===== src/rtl/sh_mb_aligner_pkg.sv =====
package sh_mb_aligner_pkg;

  // Strobes from the lock control to the datapath
  typedef struct packed {
    logic clrPos;    // hold block and multiblock index at zero
    logic realign;   // pilot seen mid-count: restart the index
    logic anchor;    // marker seen: restart the multiblock count
    logic passData;  // extended lock held: deliver payload
  } alnStrobe_t;

  localparam logic [4:0] PILOT_SEQ = 5'b00001;

endpackage


===== src/rtl/sh_mb_aligner_dp.sv =====
module sh_mb_aligner_dp
  import sh_mb_aligner_pkg::*;
#(
  parameter int MB_LEN   = 32,
  parameter int EMB_LEN  = 4,
  parameter int MARK_POS = 2,
  parameter int PAY_W    = 64,
  parameter int BLK_W    = $clog2(MB_LEN),
  parameter int MB_W     = (EMB_LEN > 1) ? $clog2(EMB_LEN) : 1
) (
  input  logic             clk,
  input  logic             rstN,
  input  logic             blkValid,
  input  logic [PAY_W+1:0] blkData,
  input  alnStrobe_t       strobe,
  output logic             hdrOk,
  output logic             pilotHit,
  output logic             atMbEnd,
  output logic             atEmbEnd,
  output logic             markBit,
  output logic             payValid,
  output logic [PAY_W-1:0] payData,
  output logic [BLK_W-1:0] blkPos,
  output logic [MB_W-1:0]  mbPos
);

  localparam logic [BLK_W-1:0] BLK_LAST = BLK_W'(MB_LEN - 1);
  localparam logic [BLK_W-1:0] BLK_MARK = BLK_W'(MARK_POS);
  localparam logic [MB_W-1:0]  MB_LAST  = MB_W'(EMB_LEN - 1);

  logic             hdrBit;
  logic [3:0]       hist;
  logic [BLK_W-1:0] blkIdx;
  logic [MB_W-1:0]  mbIdx;
  logic             markReg;

  assign hdrBit   = blkData[PAY_W+1];
  assign hdrOk    = blkData[PAY_W+1] ^ blkData[PAY_W];
  assign pilotHit = blkValid && ({hist, hdrBit} == PILOT_SEQ);
  assign atMbEnd  = (blkIdx == BLK_LAST);
  assign atEmbEnd = (mbIdx == MB_LAST);
  assign markBit  = markReg;

  always_ff @(posedge clk or negedge rstN) begin
    if (!rstN) begin
      hist    <= 4'hF;
      markReg <= 1'b0;
    end else if (blkValid) begin
      hist <= {hist[2:0], hdrBit};
      if (blkIdx == BLK_MARK) markReg <= hdrBit;
    end
  end

  always_ff @(posedge clk or negedge rstN) begin
    if (!rstN) begin
      blkIdx <= '0;
      mbIdx  <= '0;
    end else if (strobe.clrPos || strobe.realign) begin
      blkIdx <= '0;
      mbIdx  <= '0;
    end else if (blkValid) begin
      blkIdx <= atMbEnd ? '0 : blkIdx + BLK_W'(1);
      if (atMbEnd) mbIdx <= (strobe.anchor || atEmbEnd) ? '0 : mbIdx + MB_W'(1);
    end
  end

  always_ff @(posedge clk or negedge rstN) begin
    if (!rstN) begin
      payValid <= 1'b0;
      payData  <= '0;
      blkPos   <= '0;
      mbPos    <= '0;
    end else begin
      payValid <= blkValid && strobe.passData;
      if (blkValid) begin
        payData <= blkData[PAY_W-1:0];
        blkPos  <= blkIdx;
        mbPos   <= mbIdx;
      end
    end
  end

endmodule


===== src/rtl/sh_mb_aligner_ctrl.sv =====
module sh_mb_aligner_ctrl
  import sh_mb_aligner_pkg::*;
#(
  parameter int SH_LOCK_CNT = 64,
  parameter int WIN_LEN     = 64,
  parameter int BAD_LIMIT   = 16,
  parameter int EMB_GOOD    = 2,
  parameter int EMB_MISS    = 4
) (
  input  logic       clk,
  input  logic       rstN,
  input  logic       blkValid,
  input  logic       hdrOk,
  input  logic       pilotHit,
  input  logic       atMbEnd,
  input  logic       atEmbEnd,
  input  logic       markBit,
  output logic       slipReq,
  output logic       shLock,
  output logic       embLock,
  output alnStrobe_t strobe
);

  localparam int SG_W = $clog2(SH_LOCK_CNT);
  localparam int WN_W = $clog2(WIN_LEN);
  localparam int BD_W = $clog2(BAD_LIMIT + 1);
  localparam int GD_W = $clog2(EMB_GOOD + 1);
  localparam int MS_W = $clog2(EMB_MISS + 1);

  logic [SG_W-1:0] shGood;
  logic [WN_W-1:0] winCnt;
  logic [BD_W-1:0] badCnt, badNext;
  logic [GD_W-1:0] goodCnt, goodNext;
  logic [MS_W-1:0] missCnt, missNext;
  logic            anchored;
  logic            dropSh, hunting, mbOk;

  assign badNext  = badCnt + BD_W'(!hdrOk);
  assign goodNext = goodCnt + GD_W'(1);
  assign missNext = missCnt + MS_W'(1);
  assign dropSh   = shLock && blkValid && (badNext == BD_W'(BAD_LIMIT));
  assign hunting  = shLock && !dropSh && !embLock && blkValid;
  assign mbOk     = pilotHit && (markBit == atEmbEnd);

  always_comb begin
    strobe          = '0;
    strobe.clrPos   = !shLock || dropSh;
    strobe.realign  = hunting && pilotHit && !atMbEnd;
    strobe.anchor   = hunting && atMbEnd && pilotHit && markBit && !(anchored && atEmbEnd);
    strobe.passData = embLock;
  end

  // Header lock
  always_ff @(posedge clk or negedge rstN) begin
    if (!rstN) begin
      shLock  <= 1'b0;
      slipReq <= 1'b0;
      shGood  <= '0;
      winCnt  <= '0;
      badCnt  <= '0;
    end else begin
      slipReq <= 1'b0;
      if (blkValid) begin
        if (!shLock) begin
          if (!hdrOk) begin
            slipReq <= 1'b1;
            shGood  <= '0;
          end else if (shGood == SG_W'(SH_LOCK_CNT - 1)) begin
            shLock <= 1'b1;
            shGood <= '0;
            winCnt <= '0;
            badCnt <= '0;
          end else begin
            shGood <= shGood + SG_W'(1);
          end
        end else if (dropSh) begin
          shLock <= 1'b0;
          shGood <= '0;
        end else if (winCnt == WN_W'(WIN_LEN - 1)) begin
          winCnt <= '0;
          badCnt <= '0;
        end else begin
          winCnt <= winCnt + WN_W'(1);
          badCnt <= badNext;
        end
      end
    end
  end

  // Extended multiblock lock
  always_ff @(posedge clk or negedge rstN) begin
    if (!rstN) begin
      embLock  <= 1'b0;
      anchored <= 1'b0;
      goodCnt  <= '0;
      missCnt  <= '0;
    end else if (strobe.clrPos) begin
      embLock  <= 1'b0;
      anchored <= 1'b0;
      goodCnt  <= '0;
      missCnt  <= '0;
    end else if (blkValid) begin
      if (embLock) begin
        if (atMbEnd) begin
          if (mbOk) begin
            missCnt <= '0;
          end else if (missNext == MS_W'(EMB_MISS)) begin
            embLock  <= 1'b0;
            anchored <= 1'b0;
            goodCnt  <= '0;
            missCnt  <= '0;
          end else begin
            missCnt <= missNext;
          end
        end
      end else if (strobe.realign) begin
        anchored <= 1'b0;
        goodCnt  <= '0;
      end else if (atMbEnd) begin
        if (!pilotHit) begin
          anchored <= 1'b0;
          goodCnt  <= '0;
        end else if (markBit) begin
          if (anchored && atEmbEnd) begin
            if (goodNext == GD_W'(EMB_GOOD)) begin
              embLock <= 1'b1;
              goodCnt <= '0;
              missCnt <= '0;
            end else begin
              goodCnt <= goodNext;
            end
          end else begin
            anchored <= 1'b1;
            goodCnt  <= '0;
          end
        end else if (anchored && atEmbEnd) begin
          anchored <= 1'b0;
          goodCnt  <= '0;
        end
      end
    end
  end

  a_r6_emb_needs_sh: assert property (@(posedge clk) disable iff (!rstN)
    embLock |-> shLock);
  a_r2_slip_only_hunting: assert property (@(posedge clk) disable iff (!rstN)
    slipReq |-> !shLock);
  a_r3_lock_on_good_hdr: assert property (@(posedge clk) disable iff (!rstN)
    $rose(shLock) |-> $past(blkValid && hdrOk));
  a_r5_bad_below_limit: assert property (@(posedge clk) disable iff (!rstN)
    badCnt < BD_W'(BAD_LIMIT));
  a_r8_emb_falls_at_mb_end: assert property (@(posedge clk) disable iff (!rstN)
    ($fell(embLock) && shLock) |-> $past(blkValid && atMbEnd));

endmodule


===== src/rtl/sh_mb_aligner.sv =====
module sh_mb_aligner
  import sh_mb_aligner_pkg::*;
#(
  parameter int MB_LEN      = 32,
  parameter int EMB_LEN     = 4,
  parameter int MARK_POS    = 2,
  parameter int SH_LOCK_CNT = 64,
  parameter int WIN_LEN     = 64,
  parameter int BAD_LIMIT   = 16,
  parameter int EMB_GOOD    = 2,
  parameter int EMB_MISS    = 4,
  parameter int PAY_W       = 64,
  parameter int BLK_W       = $clog2(MB_LEN),
  parameter int MB_W        = (EMB_LEN > 1) ? $clog2(EMB_LEN) : 1
) (
  input  logic             clk,
  input  logic             rstN,
  input  logic             blkValid,
  input  logic [PAY_W+1:0] blkData,
  output logic             slipReq,
  output logic             shLock,
  output logic             embLock,
  output logic             payValid,
  output logic [PAY_W-1:0] payData,
  output logic [BLK_W-1:0] blkPos,
  output logic [MB_W-1:0]  mbPos
);

  alnStrobe_t strobe;
  logic hdrOk, pilotHit, atMbEnd, atEmbEnd, markBit;

  sh_mb_aligner_ctrl #(
    .SH_LOCK_CNT(SH_LOCK_CNT), .WIN_LEN(WIN_LEN), .BAD_LIMIT(BAD_LIMIT),
    .EMB_GOOD(EMB_GOOD), .EMB_MISS(EMB_MISS)
  ) i_ctrl (
    .clk(clk), .rstN(rstN), .blkValid(blkValid), .hdrOk(hdrOk),
    .pilotHit(pilotHit), .atMbEnd(atMbEnd), .atEmbEnd(atEmbEnd),
    .markBit(markBit), .slipReq(slipReq), .shLock(shLock),
    .embLock(embLock), .strobe(strobe)
  );

  sh_mb_aligner_dp #(
    .MB_LEN(MB_LEN), .EMB_LEN(EMB_LEN), .MARK_POS(MARK_POS),
    .PAY_W(PAY_W), .BLK_W(BLK_W), .MB_W(MB_W)
  ) i_dp (
    .clk(clk), .rstN(rstN), .blkValid(blkValid), .blkData(blkData),
    .strobe(strobe), .hdrOk(hdrOk), .pilotHit(pilotHit),
    .atMbEnd(atMbEnd), .atEmbEnd(atEmbEnd), .markBit(markBit),
    .payValid(payValid), .payData(payData), .blkPos(blkPos), .mbPos(mbPos)
  );

endmodule


===== config.mk =====
export PLATFORM = sky130hd
export DESIGN_NAME = sh_mb_aligner
export DESIGN_NICKNAME = d
export VERILOG_FILES = /design/src/rtl/sh_mb_aligner_pkg.sv /design/src/rtl/sh_mb_aligner_dp.sv /design/src/rtl/sh_mb_aligner_ctrl.sv /design/src/rtl/sh_mb_aligner.sv
export SDC_FILE = /design/constraint.sdc
export NUM_CORES = 1
export LEC_CHECK = 0
export BUFFER_PORTS_ARGS = -buffer_cell sky130_fd_sc_hd__clkbuf_2
export CORE_MARGIN = 8
export CORE_UTILIZATION = 46
export DETAILED_ROUTE_END_ITERATION = 10
export PLACE_DENSITY = 0.78
export SLEW_MARGIN = 10
export SYNTH_ARGS = -nofsm -noshare
export SYNTH_HDL_FRONTEND = slang
export SYNTH_SLANG_ARGS = --single-unit
export TNS_END_PERCENT = 50

===== constraint.sdc =====
create_clock -name clk -period 2.6 [get_ports clk]
set_clock_uncertainty 0.15 [all_clocks]
set_input_delay 0.52 -clock clk [delete_from_list [all_inputs] [get_ports clk]]
set_output_delay 0.52 -clock clk [all_outputs]
set_load 0.02 [all_outputs]

# After elaboration in Yosys (flattened, before gate mapping)

Index checks and enable logic that the tools add are counted.

Bits in registers: 110
Output and inout bits: 75

Add/sub/neg operators: 7
Equality and inequality tests: 18
Multiplexer cells: 77
Bitwise operators: 1
Reduce and logical (&&, ||, !) cells: 42

Operator list:

| cell                  | number |
|---|---|
| $mux W6               | 9 |
| $mux W5               | 8 |
| $mux W3               | 12 |
| $mux W2               | 17 |
| $mux W1               | 31 |
| $logic_and A1 B1 Y1   | 15 |
| $reduce_bool A3 Y1    | 5 |
| $reduce_and A7 Y1     | 2 |
| $add A6 B1 Y6 const B | 2 |
| $eq A6 B6 Y1 const B  | 2 |
| $reduce_bool A2 Y1    | 6 |
| $eq A5 B5 Y1 const B  | 2 |
| $ne A3 B2 Y1 const B  | 3 |
| $logic_not A1 Y1      | 6 |
| $ne A6 B3 Y1 const B  | 1 |
| $ne A6 B4 Y1 const B  | 1 |
| $reduce_and A2 Y1     | 3 |
| $reduce_and A6 Y1     | 1 |
| $add A5 B1 Y5         | 1 |
| $add A5 B1 Y5 const B | 1 |
| $eq A5 B1 Y1 const B  | 1 |
| $eq A5 B2 Y1 const B  | 1 |
| $add A2 B1 Y2 const B | 2 |
| $eq A2 B2 Y1 const B  | 2 |
| other kinds (8)       | 11 |

# Logic depth before layout (Yosys ltp)

Gate-level depths: netlist of run 1.

Word-level depth: 18
Mapped depth: 10
Gate-level depth less buffers: 9

# Cells and area by module

Synthesis of run 1 repeated with hierarchy kept, for this count alone.

Cell total of the unflattened synthesis: 377
Area, all modules: 4894.7 µm²

Modules (own cells, without submodules):

| module             | times used | cells an instance | area an instance (µm²) |
|---|---|---|---|
| sh_mb_aligner_dp   | 1          | 208               | 3273.1 |
| sh_mb_aligner_ctrl | 1          | 169               | 1621.6 |

# Worst setup path after synthesis of run 1

No wires, ideal clock.

Kind: in2reg
From: in blkData[64]
To: reg i_ctrl.shGood[0]
Data arrival time: 2664 ps
Setup slack: -339 ps
Cell stages on the path: 9
Path buffers: 0
Cell sequence: xor2_1 > inv_1 > ha_1 > ha_1 > xnor2_1 > nand4_1 > o31ai_1 > nand2_1 > mux2_2

Cells in the longest elaborated chain, start to end: 7
Elaborated cells between the ends (all ways): 9
Classes of those cells: add/sub (1); eq/ne (2); mux (2); bitwise (1); reduce/logical (3)

Ends and longest elaborated chain:

| element                     | RTL line                 | source |
|---|---|---|
| from (decl)                 | sh_mb_aligner.sv:19      | `input logic [PAY_W+1:0] blkData,` |
| $xor A1 B1 Y1 (*)           | sh_mb_aligner_dp.sv:38   | `assign hdrOk = blkData[PAY_W+1] ^ blkData[PAY_W];` |
| $logic_not A1 Y1            | n/a                      |  |
| $add A5 B1 Y5               | sh_mb_aligner_ctrl.sv:38 | `assign badNext = badCnt + BD_W'(!hdrOk);` |
| $eq A5 B5 Y1                | sh_mb_aligner_ctrl.sv:41 | `assign dropSh = shLock && blkValid && (badNext == BD_W'(BAD_LIMIT));` |
| $logic_and A1 B1 Y1         | sh_mb_aligner_ctrl.sv:41 |  |
| $ne A2 B2 Y1 (no line)      | n/a                      |  |
| $reduce_and A2 Y1 (no line) | n/a                      |  |
| to (signal assigned)        | sh_mb_aligner_ctrl.sv:74 | `shGood <= shGood + SG_W'(1);` |
| to (decl)                   | sh_mb_aligner_ctrl.sv:30 | `logic [SG_W-1:0] shGood;` |

Mark *: on every way between the ends. The rest lies on a longest branch, timed or not.
A chain may end at the register's enable or synchronous reset.

# Final worst setup path of run 1

From: in blkData[65]
To: reg i_ctrl.shGood[1]

Same word-level chain as after synthesis.

==> results.py, run 1 <==
metrics = {
    "routing": {
        "vias": 3622,
        "vias_per_cell": 5.34,
        "wire_per_inst_um": 16.7,
        "drc_errors": 0,
        "dr.pass1.iters": 4,
        "ant_nets": 0,
        "drt-total-wl_um": 11300,
        "drt_iter0_markers": 128,
    },
    "clock_network": {
        "clock-sinks": 110,
        "cts_buffer_depth": 2,
        "clk_latency_ns": 0.36,
        "cts_root_buf": "clkbuf_8",
        "path_clk_slew_ns": 0.12,
        "cts_tree": "yes",
        "cts_made_buffers": 9,
        "htree_levels": 3,
    },
    "die": {
        "row_count": 37,
        "core_area_mm2": 0.0102,
        "dieArea_mm2": 0.0139,
        "pin_count": 144,
        "die_height_um": 118,
        "initial_core_util_pct": 46.9,
        "die_w_um": 118,
    },
    "timing": {
        "period_needed_ns": 2.44,
        "fin_setup_tns_ns": 0,
        "clock.fmax_ghz": 0.410,
        "fin_ws_ns": 0.158,
        "setup_viol": 0,
        "rsz0062_at_grt": "false",
        "worst_pin_slew_ns": 0.627,
        "hold_viol": 0,
        "period_share_pct": 93.9,
        "slew-limit-headroom_pct": 58.2,
        "final_max_slew_viol_count": 0,
    },
    "cells_and_area": {
        "regArea_mm2": 0.00276,
        "fillerInstances": 867,
        "final_util_pct": 59.5,
        "final_cell_mix": "clkbuf_2, dfrtp_1, mux2_2",
        "layout_commonest_cell": "clkbuf_2",
        "layout-drive-gt1-share_pct": 51.3,
        "multiInputGateArea_mm2": 0.00198,
        "layout.nets": 616,
        "area_growth_pct": 26.8,
        "diodes": 0,
        "final_area_mm2": 0.00606,
    },
    "yosys": {
        "syn_area_mm2": 0.00478,
        "synth-seq-cells": 110,
        "async_flop_share_pct": 100,
        "synth_nets": 453,
        "ys.flop_type": "dfrtp_1",
        "yosys.cell_types.count": 53,
        "syn_inst": 374,
        "yosysSeqAreaShare_pct": 57.7,
        "avgSynthCellArea_um2": 12.8,
        "synth_edf_count": 0,
        "yosysWarningCount": 0,
    },
    "global_routing": {
        "busiest_layer": "met2",
        "grtUsageMet2_pct": 27.3,
        "grt_usage_pct": 16.4,
        "grt_max_degree": 55,
        "grt_pass1_wl_um": 18900,
        "met1_usage_pct": 17.9,
        "use_met3_pct": 8.97,
        "gr-total-overflow": 0,
        "antenna_found_initial": 0,
        "grt_pass1_vias": 3942,
    },
    "power_and_ir_drop": {
        "ir_drop_v": 0.000405,
        "p_per_area_mw_per_mm2": 595,
        "power_mw": 3.61,
        "leakage_nw": 2.88,
    },
    "placement": {
        "numPortBuffers": 143,
        "pre_cts_ws_ns": -0.192,
        "place_congestion": 0.803,
        "dpl.hpwl_um": 8500,
        "dpl_cell_area_mm2": 0.00583,
    },
    "setup_path": {
        "arrival_ns": 2.60,
        "crit_fanout": 15,
        "slowest_stage": "buf_4",
        "slowest_delay_ns": 0.25,
        "start_kind": "input port",
        "required_ns": 2.76,
        "worstSetupPathType": "in2reg",
        "worstPathCellList": "clkbuf_2 -> xor2_2 -> inv_1 -> ha_2 -> ha_4 -> xnor2_1 -> nand4_1 -> buf_4 -> o31ai_4 -> buf_4 -> nand4_1 -> a21bo_2",
        "endpoint_kind": "flop",
        "crit_buf_inv": 4,
        "path_delay_family": "buffers and inverters",
    },
    "run_status": {
        "status": "finished clean",
    },
    "job": {
        "max_cap_violations": 0,
    },
    "worst_hold_path": {
        "hold_path_class": "in2reg",
    },
}
==> flip-flops by register name (all words and copies together) (netlist names), 3 cells and up <==
| register | cells |
|---|---|
| i_ctrl.badCnt | 5 |
| i_ctrl.missCnt | 3 |
| i_ctrl.shGood | 6 |
| i_ctrl.winCnt | 6 |
| i_dp.blkIdx | 5 |
| i_dp.blkPos | 5 |
| i_dp.hist | 4 |
| i_dp.payData | 64 |
==> cell usage after synthesis, types with 8 or more instances <==
library cell	number	area, um^2
dfrtp_1	106	2650
mux2_2	78	878
nand2_1	22	82.6
a21oi_1	13	65.1
clkbuf_1	13	48.8
nor2_1	13	48.8
o21ai_0	12	60.1
ha_1	10	125
nand3_1	10	50.1
inv_1	9	33.8
nor3_1	8	40.0
o31ai_1	8	60.1
==> cell type report <==
type,instances,area share (%)
tap,136,2.81
clock buffer,9,2.04
sequential,110,45.5
clock inverter,7,1.12
multi-input combinational,238,32.7
timing repair buffer,168,15.2
inverter,10,0.619
==> power breakdown <==
group | internal [mW] | total [mW] | switching [mW]
logic | 0.284 | 0.657 | 0.372
registers | 1.87 | 1.98 | 0.110
clock network | 0.370 | 0.975 | 0.604
total | 2.52 | 3.61 | 1.09
==> routing by layer <==
| layer | vias up | wire (um) |
|---|---|---|
| li1 | 1687 | - |
| met1 | 1783 | 4460 |
| met5 | - | 0 |
| met2 | 137 | 5540 |
| met4 | 0 | 101 |
| met3 | 15 | 1250 |
==> per-stage QoR <==
stage                     cells  hold WS (ns)
final                       678         0.220
after global routing        678         0.190
after CTS                   676         0.208
after detailed placement    659         0.330
after global placement      659         0.327
after floorplan             374        0.0744
==> logic make-up (layout without fill, tap and decap cells) <==
group / Yosys count / in the layout / synth area share (%)
AO/OA/AOI/OAI: 57 / 57 / 8.12
flip-flops: 110 / 110 / 57.7
multiplexers: 79 / 79 / 18.6
buffers and inverters: 26 / 194 / 2.07
XOR/XNOR: 5 / 5 / 0.917
adder cells (fa/ha/maj): 10 / 10 / 2.62
AND/OR/NAND/NOR: 87 / 87 / 9.95
==> final timing paths <==
path | slack [ns] | endpoint | cells past startpoint | startpoint
max | 0.16 | i_ctrl.shGood[1]$_DFFE_PN0P_ | 12 | blkData[65]
min reg2reg | 0.35 | i_ctrl.badCnt[0]$_DFFE_PN0P_ | 2 | i_ctrl.badCnt[0]$_DFFE_PN0P_
max reg2reg | 0.19 | i_ctrl.missCnt[2]$_DFFE_PN0P_ | 8 | i_dp.blkIdx[1]$_DFFE_PN0P_
min in group asynchronous | 0.46 | i_dp.payData[25]$_DFFE_PN0P_ | 2 | rstN
min | 0.22 | i_dp.payData[56]$_DFFE_PN0P_ | 2 | blkData[56]
max in group asynchronous | 1.15 | i_dp.hist[0]$_DFFE_PN1P_ | 3 | rstN
==> repair_timing <==
action	CTS	global route
buffers inserted	0	2
setup endpoints to repair	0	3
resized for setup	0	2
endpoints found under the hold margin	31	0
hold buffers	1	0
Note: power is estimated with default switching activity, not from simulation.
==> run 2: changes to the inputs <==
Settings changed: CORE_ASPECT_RATIO set to 2, CORE_MARGIN 8 to not set, CORE_UTILIZATION 46 to 47, PLACE_DENSITY 0.78 to 0.8, SYNTH_HIERARCHICAL set to 1.
==> results.py, run 2 <==
metrics = {
    "placement": {
        "dp.cells": 670,
        "place_congestion": 0.871,
        "numPortBuffers": 143,
        "dpl_cell_area_mm2": 0.00601,
        "dpl.hpwl_um": 8110,
        "pre_cts_ws_ns": -0.399,
    },
    "yosys": {
        "ys.flop_type": "dfrtp_1",
        "ys_top_cells_by_area": "dfrtp_1, mux2_2, ha_1",
        "yosysSeqAreaShare_pct": 56.3,
        "async_flop_share_pct": 100,
        "synth_xor_area_share_pct": 1.43,
        "syn_inst": 377,
        "yosysTopAreaCellShare_pct": 54.2,
        "synth_top_family_by_area": "multiplexers",
        "synth.most_common_cell": "dfrtp_1",
        "yosys.area_share.simple_pct": 9.66,
        "yosysWarningCount": 6,
        "synth_nets": 456,
        "yosys.cell_types.count": 58,
        "synthTopCellsByCount": "dfrtp_1, mux2_2, nand2_1",
        "synth-seq-cells": 110,
        "avgSynthCellArea_um2": 13.0,
        "synth_compound_area_share_pct": 9.02,
        "synthMuxAreaShare_pct": 18.8,
        "syn_area_mm2": 0.00489,
        "synth_top_area_cell": "dfrtp_1",
        "synth_fa_ha_area_share_pct": 2.56,
        "synth_edf_count": 0,
    },
    "run_status": {
        "status": "finished with violations",
        "violations": "setup timing",
    },
    "global_routing": {
        "grt_pass1_wl_um": 17900,
        "antenna_found_initial": 0,
        "grt_pass1_vias": 3891,
        "grt_usage_pct": 21.6,
        "grt_max_degree": 111,
        "gr-total-overflow": 0,
    },
    "timing": {
        "fin_setup_tns_ns": -0.0102,
        "period_needed_ns": 2.61,
        "slew-limit-headroom_pct": 60.7,
        "fin_ws_ns": -0.0102,
        "clock.fmax_ghz": 0.383,
        "rsz0062_at_grt": "true",
        "worst_pin_slew_ns": 0.589,
        "period_share_pct": 100,
        "final_max_slew_viol_count": 0,
        "hold_viol": 0,
        "setup_viol": 1,
    },
    "job": {
        "max_cap_violations": 0,
    },
    "setup_path": {
        "arrival_ns": 2.73,
        "ff2ff_path_depth": 9,
        "rrSetupSlack_ns": 0.06,
        "reg2reg_from": "i_ctrl/badCnt[0]$_DFFE_PN0P_",
        "start_kind": "input port",
        "required_ns": 2.72,
        "crit_fanout": 4,
        "rr_endpoint": "i_dp/mbIdx[1]$_DFFE_PN0P_",
        "worstSetupPathType": "in2reg",
        "endpoint_kind": "flop",
    },
    "cells_and_area": {
        "fillerInstances": 838,
        "post_layout_nonfiller_instances": 688,
        "largest_register_ffs": 64,
        "largest_registers": "i_dp/payData (64), i_ctrl/shGood (6), i_ctrl/winCnt (6)",
        "final_cell_mix": "clkbuf_2, dfrtp_1, mux2_2",
        "max_flop_register": "i_dp/payData",
        "diodes": 0,
        "final_area_mm2": 0.00639,
        "layout_commonest_cell": "clkbuf_2",
        "layout-drive-gt1-share_pct": 53.3,
        "area_growth_pct": 30.5,
        "layout.nets": 627,
    },
    "clock_network": {
        "cts_made_buffers": 9,
        "path_clk_slew_ns": 0.07,
        "cts_root_buf": "clkbuf_16",
        "htree_levels": 3,
        "clk_latency_ns": 0.35,
        "cts_buffer_depth": 2,
        "cts_hold_buf": 0,
        "clock-sinks": 110,
        "cts_tree": "yes",
    },
    "routing": {
        "wire_per_inst_um": 16.3,
        "drt-total-wl_um": 11200,
        "vias": 3671,
        "dr.pass1.iters": 4,
        "drt_iter0_markers": 154,
        "vias_per_cell": 5.34,
        "drc_errors": 0,
        "ant_nets": 0,
    },
    "power_and_ir_drop": {
        "ir_drop_v": 0.000467,
        "power_mw": 4.40,
        "leakage_nw": 3.00,
        "p_per_area_mw_per_mm2": 689,
    },
    "die": {
        "pin_count": 144,
        "row_count": 52,
        "die_w_um": 74.2,
        "initial_core_util_pct": 48.2,
        "dieArea_mm2": 0.0109,
        "core_area_mm2": 0.0101,
        "die_height_um": 146,
    },
    "worst_hold_path": {
        "hold_path_class": "in2async",
    },
}
[run 2: final cells by class]
type | instances | area [um^2] | share of cell area [%]
clock buffers | 9 | 225 | 3.53
clock inverters | 7 | 73.8 | 1.16
inverters | 10 | 40.0 | 0.627
multi-input cells | 243 | 2140 | 33.5
flip-flops and latches | 110 | 2760 | 43.2
well taps | 135 | 169 | 2.64
repair buffers | 174 | 982 | 15.4
[run 2: stage by stage]
stage               hold slack (ns)  util (%)
floorplan                    0.0744         -
global placement              0.326      59.2
detailed placement            0.337      59.2
CTS                           0.127      62.2
global route                  0.139      62.9
finish                       0.0819      62.9
[run 2: what timing repair did]
action,4_1_cts,5_1_grt
setup buffers,0,2
pin swaps,0,11
gates resized for setup,1,13
setup endpoints to repair,1,11
[run 2: how the worst max path moves through the flow]
stage,to,depth (start not counted),startpoint
global route,i_dp/mbIdx[1]$_DFFE_PN0P_,12,blkData[64]
global placement,i_dp/mbIdx[1]$_DFFE_PN0P_,12,blkData[64]
finish,i_dp/mbIdx[1]$_DFFE_PN0P_,12,blkData[65]
floorplan,i_dp/mbIdx[1]$_DFFE_PN0P_,11,blkData[64]
detailed placement,i_dp/mbIdx[1]$_DFFE_PN0P_,12,blkData[65]
CTS,i_dp/mbIdx[1]$_DFFE_PN0P_,12,blkData[64]
[run 2: routing by layer]
layer,global-route usage [%],routed length (um),vias up
li1,-,-,1720
met1,23.6,4020,1838
met2,39.0,6540,90
met3,4.07,353,23
met4,9.23,302,0
met5,0,0,-
[run 2: cells by family after synthesis]
| family | count (synthesis) |
|---|---|
| flops | 110 |
| compound gates | 60 |
| mux | 82 |
| fa+ha+maj | 10 |
| simple gates | 83 |
| xor+xnor | 8 |
| buf+inv | 24 |
[run 2: critical path: stages]
cell     delay, ns
buf_8         0.11
xor2_4        0.16
inv_2         0.06
ha_4          0.16
ha_4          0.18
xor2_4        0.16
nor3_4        0.25
a31oi_4       0.11
and3_4        0.19
and4_1        0.19
or4b_4        0.48
a21oi_2       0.14
[run 2: power by group]
group          total [mW]  internal [mW]  switching, mW
sequential           2.10           1.92          0.177
combinational       0.946          0.428          0.518
clock                1.35          0.682          0.672
total                4.40           3.03           1.37
==> run 3: changes to the inputs <==
Settings changed: CORE_UTILIZATION 47 to 48, CTS_BUF_LIST set to sky130_fd_sc_hd__clkbuf_4 sky130_fd_sc_hd__clkbuf_8, PLACE_DENSITY 0.8 to 0.81.
==> results.py, run 3 (synthesized netlist as in run 2, its figures left out) <==
metrics = {
    "die": {
        "die_height_um": 145,
        "pin_count": 144,
        "core_area_mm2": 0.00983,
        "die_w_um": 73.4,
        "row_count": 51,
        "initial_core_util_pct": 49.8,
        "dieArea_mm2": 0.0106,
    },
    "clock_network": {
        "htree_levels": 3,
        "clk_latency_ns": 0.38,
        "path_clk_slew_ns": 0.11,
        "cts_made_buffers": 9,
        "cts_root_buf": "clkbuf_8",
        "cts_buffer_depth": 2,
        "clock-sinks": 110,
        "cts_tree": "yes",
    },
    "power_and_ir_drop": {
        "p_per_area_mw_per_mm2": 647,
        "switching_share_pct": 32.9,
        "p_clk_share_pct": 25.0,
        "seq_power_share_pct": 51.2,
        "p_sw_mw": 1.35,
        "internal_power_mw": 2.75,
        "combPwrFrac_pct": 23.8,
        "leakage_nw": 2.98,
        "power_mw": 4.10,
        "ir_drop_v": 0.000517,
    },
    "timing": {
        "final_max_slew_viol_count": 0,
        "fin_setup_tns_ns": -0.0124,
        "setup_viol": 1,
        "period_share_pct": 100,
        "worst_pin_slew_ns": 0.581,
        "slew-limit-headroom_pct": 61.3,
        "hold_viol": 0,
        "holdWs_ns": 0.212,
        "period_needed_ns": 2.61,
        "clock.fmax_ghz": 0.383,
        "rsz0062_at_grt": "true",
        "fin_ws_ns": -0.0124,
    },
    "setup_path": {
        "crit_buf_inv": 2,
        "slowest_delay_ns": 0.50,
        "ff2ff_path_depth": 9,
        "worstPathCellList": "buf_8 -> xor2_4 -> inv_2 -> ha_4 -> ha_4 -> xor2_4 -> nor3_4 -> a31oi_4 -> and3_4 -> and4_1 -> or4b_1 -> a21oi_1",
        "reg2reg_from": "i_ctrl/badCnt[0]$_DFFE_PN0P_",
        "arrival_ns": 2.76,
        "crit_fanout": 3,
        "endpoint_kind": "flop",
        "path_delay_family": "simple AND/OR/NAND/NOR gates",
        "slowest_stage": "or4b_1",
        "start_kind": "input port",
        "worstSetupPathType": "in2reg",
        "rrSetupSlack_ns": 0.02,
        "rr_endpoint": "i_dp/mbIdx[1]$_DFFE_PN0P_",
        "required_ns": 2.75,
    },
    "cells_and_area": {
        "layout_commonest_cell": "clkbuf_2",
        "diodes": 0,
        "final_cell_mix": "clkbuf_2, dfrtp_1, mux2_2",
        "largest_registers": "i_dp/payData (64), i_ctrl/shGood (6), i_ctrl/winCnt (6)",
        "area_growth_pct": 29.3,
        "layout.nets": 630,
        "largest_register_ffs": 64,
        "max_flop_register": "i_dp/payData",
        "layout-drive-gt1-share_pct": 53.4,
        "final_util_pct": 64.4,
    },
    "worst_hold_path": {
        "min_from": "blkData[29]",
        "hold_end": "i_dp/payData[29]$_DFFE_PN0P_",
        "worstHoldPathCells": 2,
        "hold_path_class": "in2reg",
    },
    "routing": {
        "drt_iter0_markers": 168,
        "ant_nets": 0,
        "drt-total-wl_um": 11400,
        "dr.pass1.iters": 4,
        "wire_per_inst_um": 16.5,
        "vias": 3773,
        "drc_errors": 0,
        "vias_per_cell": 5.48,
    },
    "global_routing": {
        "grt_pass1_wl_um": 17500,
        "gr-total-overflow": 0,
        "grt_usage_pct": 21.9,
        "antenna_found_initial": 0,
        "grt_pass1_vias": 3904,
        "grt_max_degree": 46,
    },
    "run_status": {
        "status": "finished with violations",
        "violations": "setup timing",
    },
    "job": {
        "max_cap_violations": 0,
    },
    "placement": {
        "place_congestion": 0.863,
        "numPortBuffers": 143,
        "dpl.hpwl_um": 8680,
    },
}
## run 3: worst reg2reg max path: cells and delay by family, from the launching register on
kind	cells	cell delay [ns]
xor+xnor	1	0.16
flops	1	0.43
fa+ha+maj	2	0.36
simple gates	4	1.13
compound gates	2	0.27
## run 3: routing by layer
layer  routed length, um  GRT usage (%)  up-vias  share of wire (%)
li1                    -              -     1726                  -
met5                   0              0        -                  0
met2                6710           40.9      122                 59
met4                 300           11.1        0                2.6
met1                3860           21.8     1895                 34
met3                 493           5.26       30                4.3
## run 3: power by group through the flow
stage / clock network, mW / registers [mW] / logic, mW
floorplan: 0 / 2.22 / 0.446
global placement: 0 / 2.11 / 0.917
detailed placement: 0 / 2.13 / 0.959
CTS: 1.06 / 2.10 / 0.963
global route: 1.12 / 2.13 / 1.05
finish: 1.02 / 2.10 / 0.974
## run 3: worst max path at each step
stage                            from                   endpoint  cells after the start
after floorplan           blkData[64]  i_dp/mbIdx[1]$_DFFE_PN0P_                     11
after global placement    blkData[65]  i_dp/mbIdx[1]$_DFFE_PN0P_                     12
after detailed placement  blkData[65]  i_dp/mbIdx[1]$_DFFE_PN0P_                     12
after CTS                 blkData[65]  i_dp/mbIdx[1]$_DFFE_PN0P_                     12
after global routing      blkData[65]  i_dp/mbIdx[1]$_DFFE_PN0P_                     12
final                     blkData[65]  i_dp/mbIdx[1]$_DFFE_PN0P_                     12
## run 3: timing repair
item | in CTS | in global routing
setup buffers | 0 | 2
endpoints found under the hold margin | 38 | 0
hold buffers | 1 | 0
gates resized for setup | 0 | 13
setup endpoints to repair | 0 | 5
## run 3: layout make-up
| type | count | area [um^2] |
|---|---|---|
| Timing Repair Buffer | 177 | 1030 |
| Multi-Input combinational cell | 243 | 2130 |
| Inverter | 10 | 40.0 |
| Fill cell | 756 | 3500 |
| Tap cell | 132 | 165 |
| Clock inverter | 7 | 78.8 |
| Clock buffer | 9 | 124 |
| Sequential cell | 110 | 2760 |
## run 3: metrics by stage
step	setup WS (ns)	area (um^2)	cells
6_report	-0.0124	6330	688
5_1_grt	-0.0476	6330	688
4_1_cts	0.0114	6260	686
3_5_place_dp	-0.369	6040	669
3_3_place_gp	-0.325	6040	669
2_1_floorplan	-0.257	4960	377
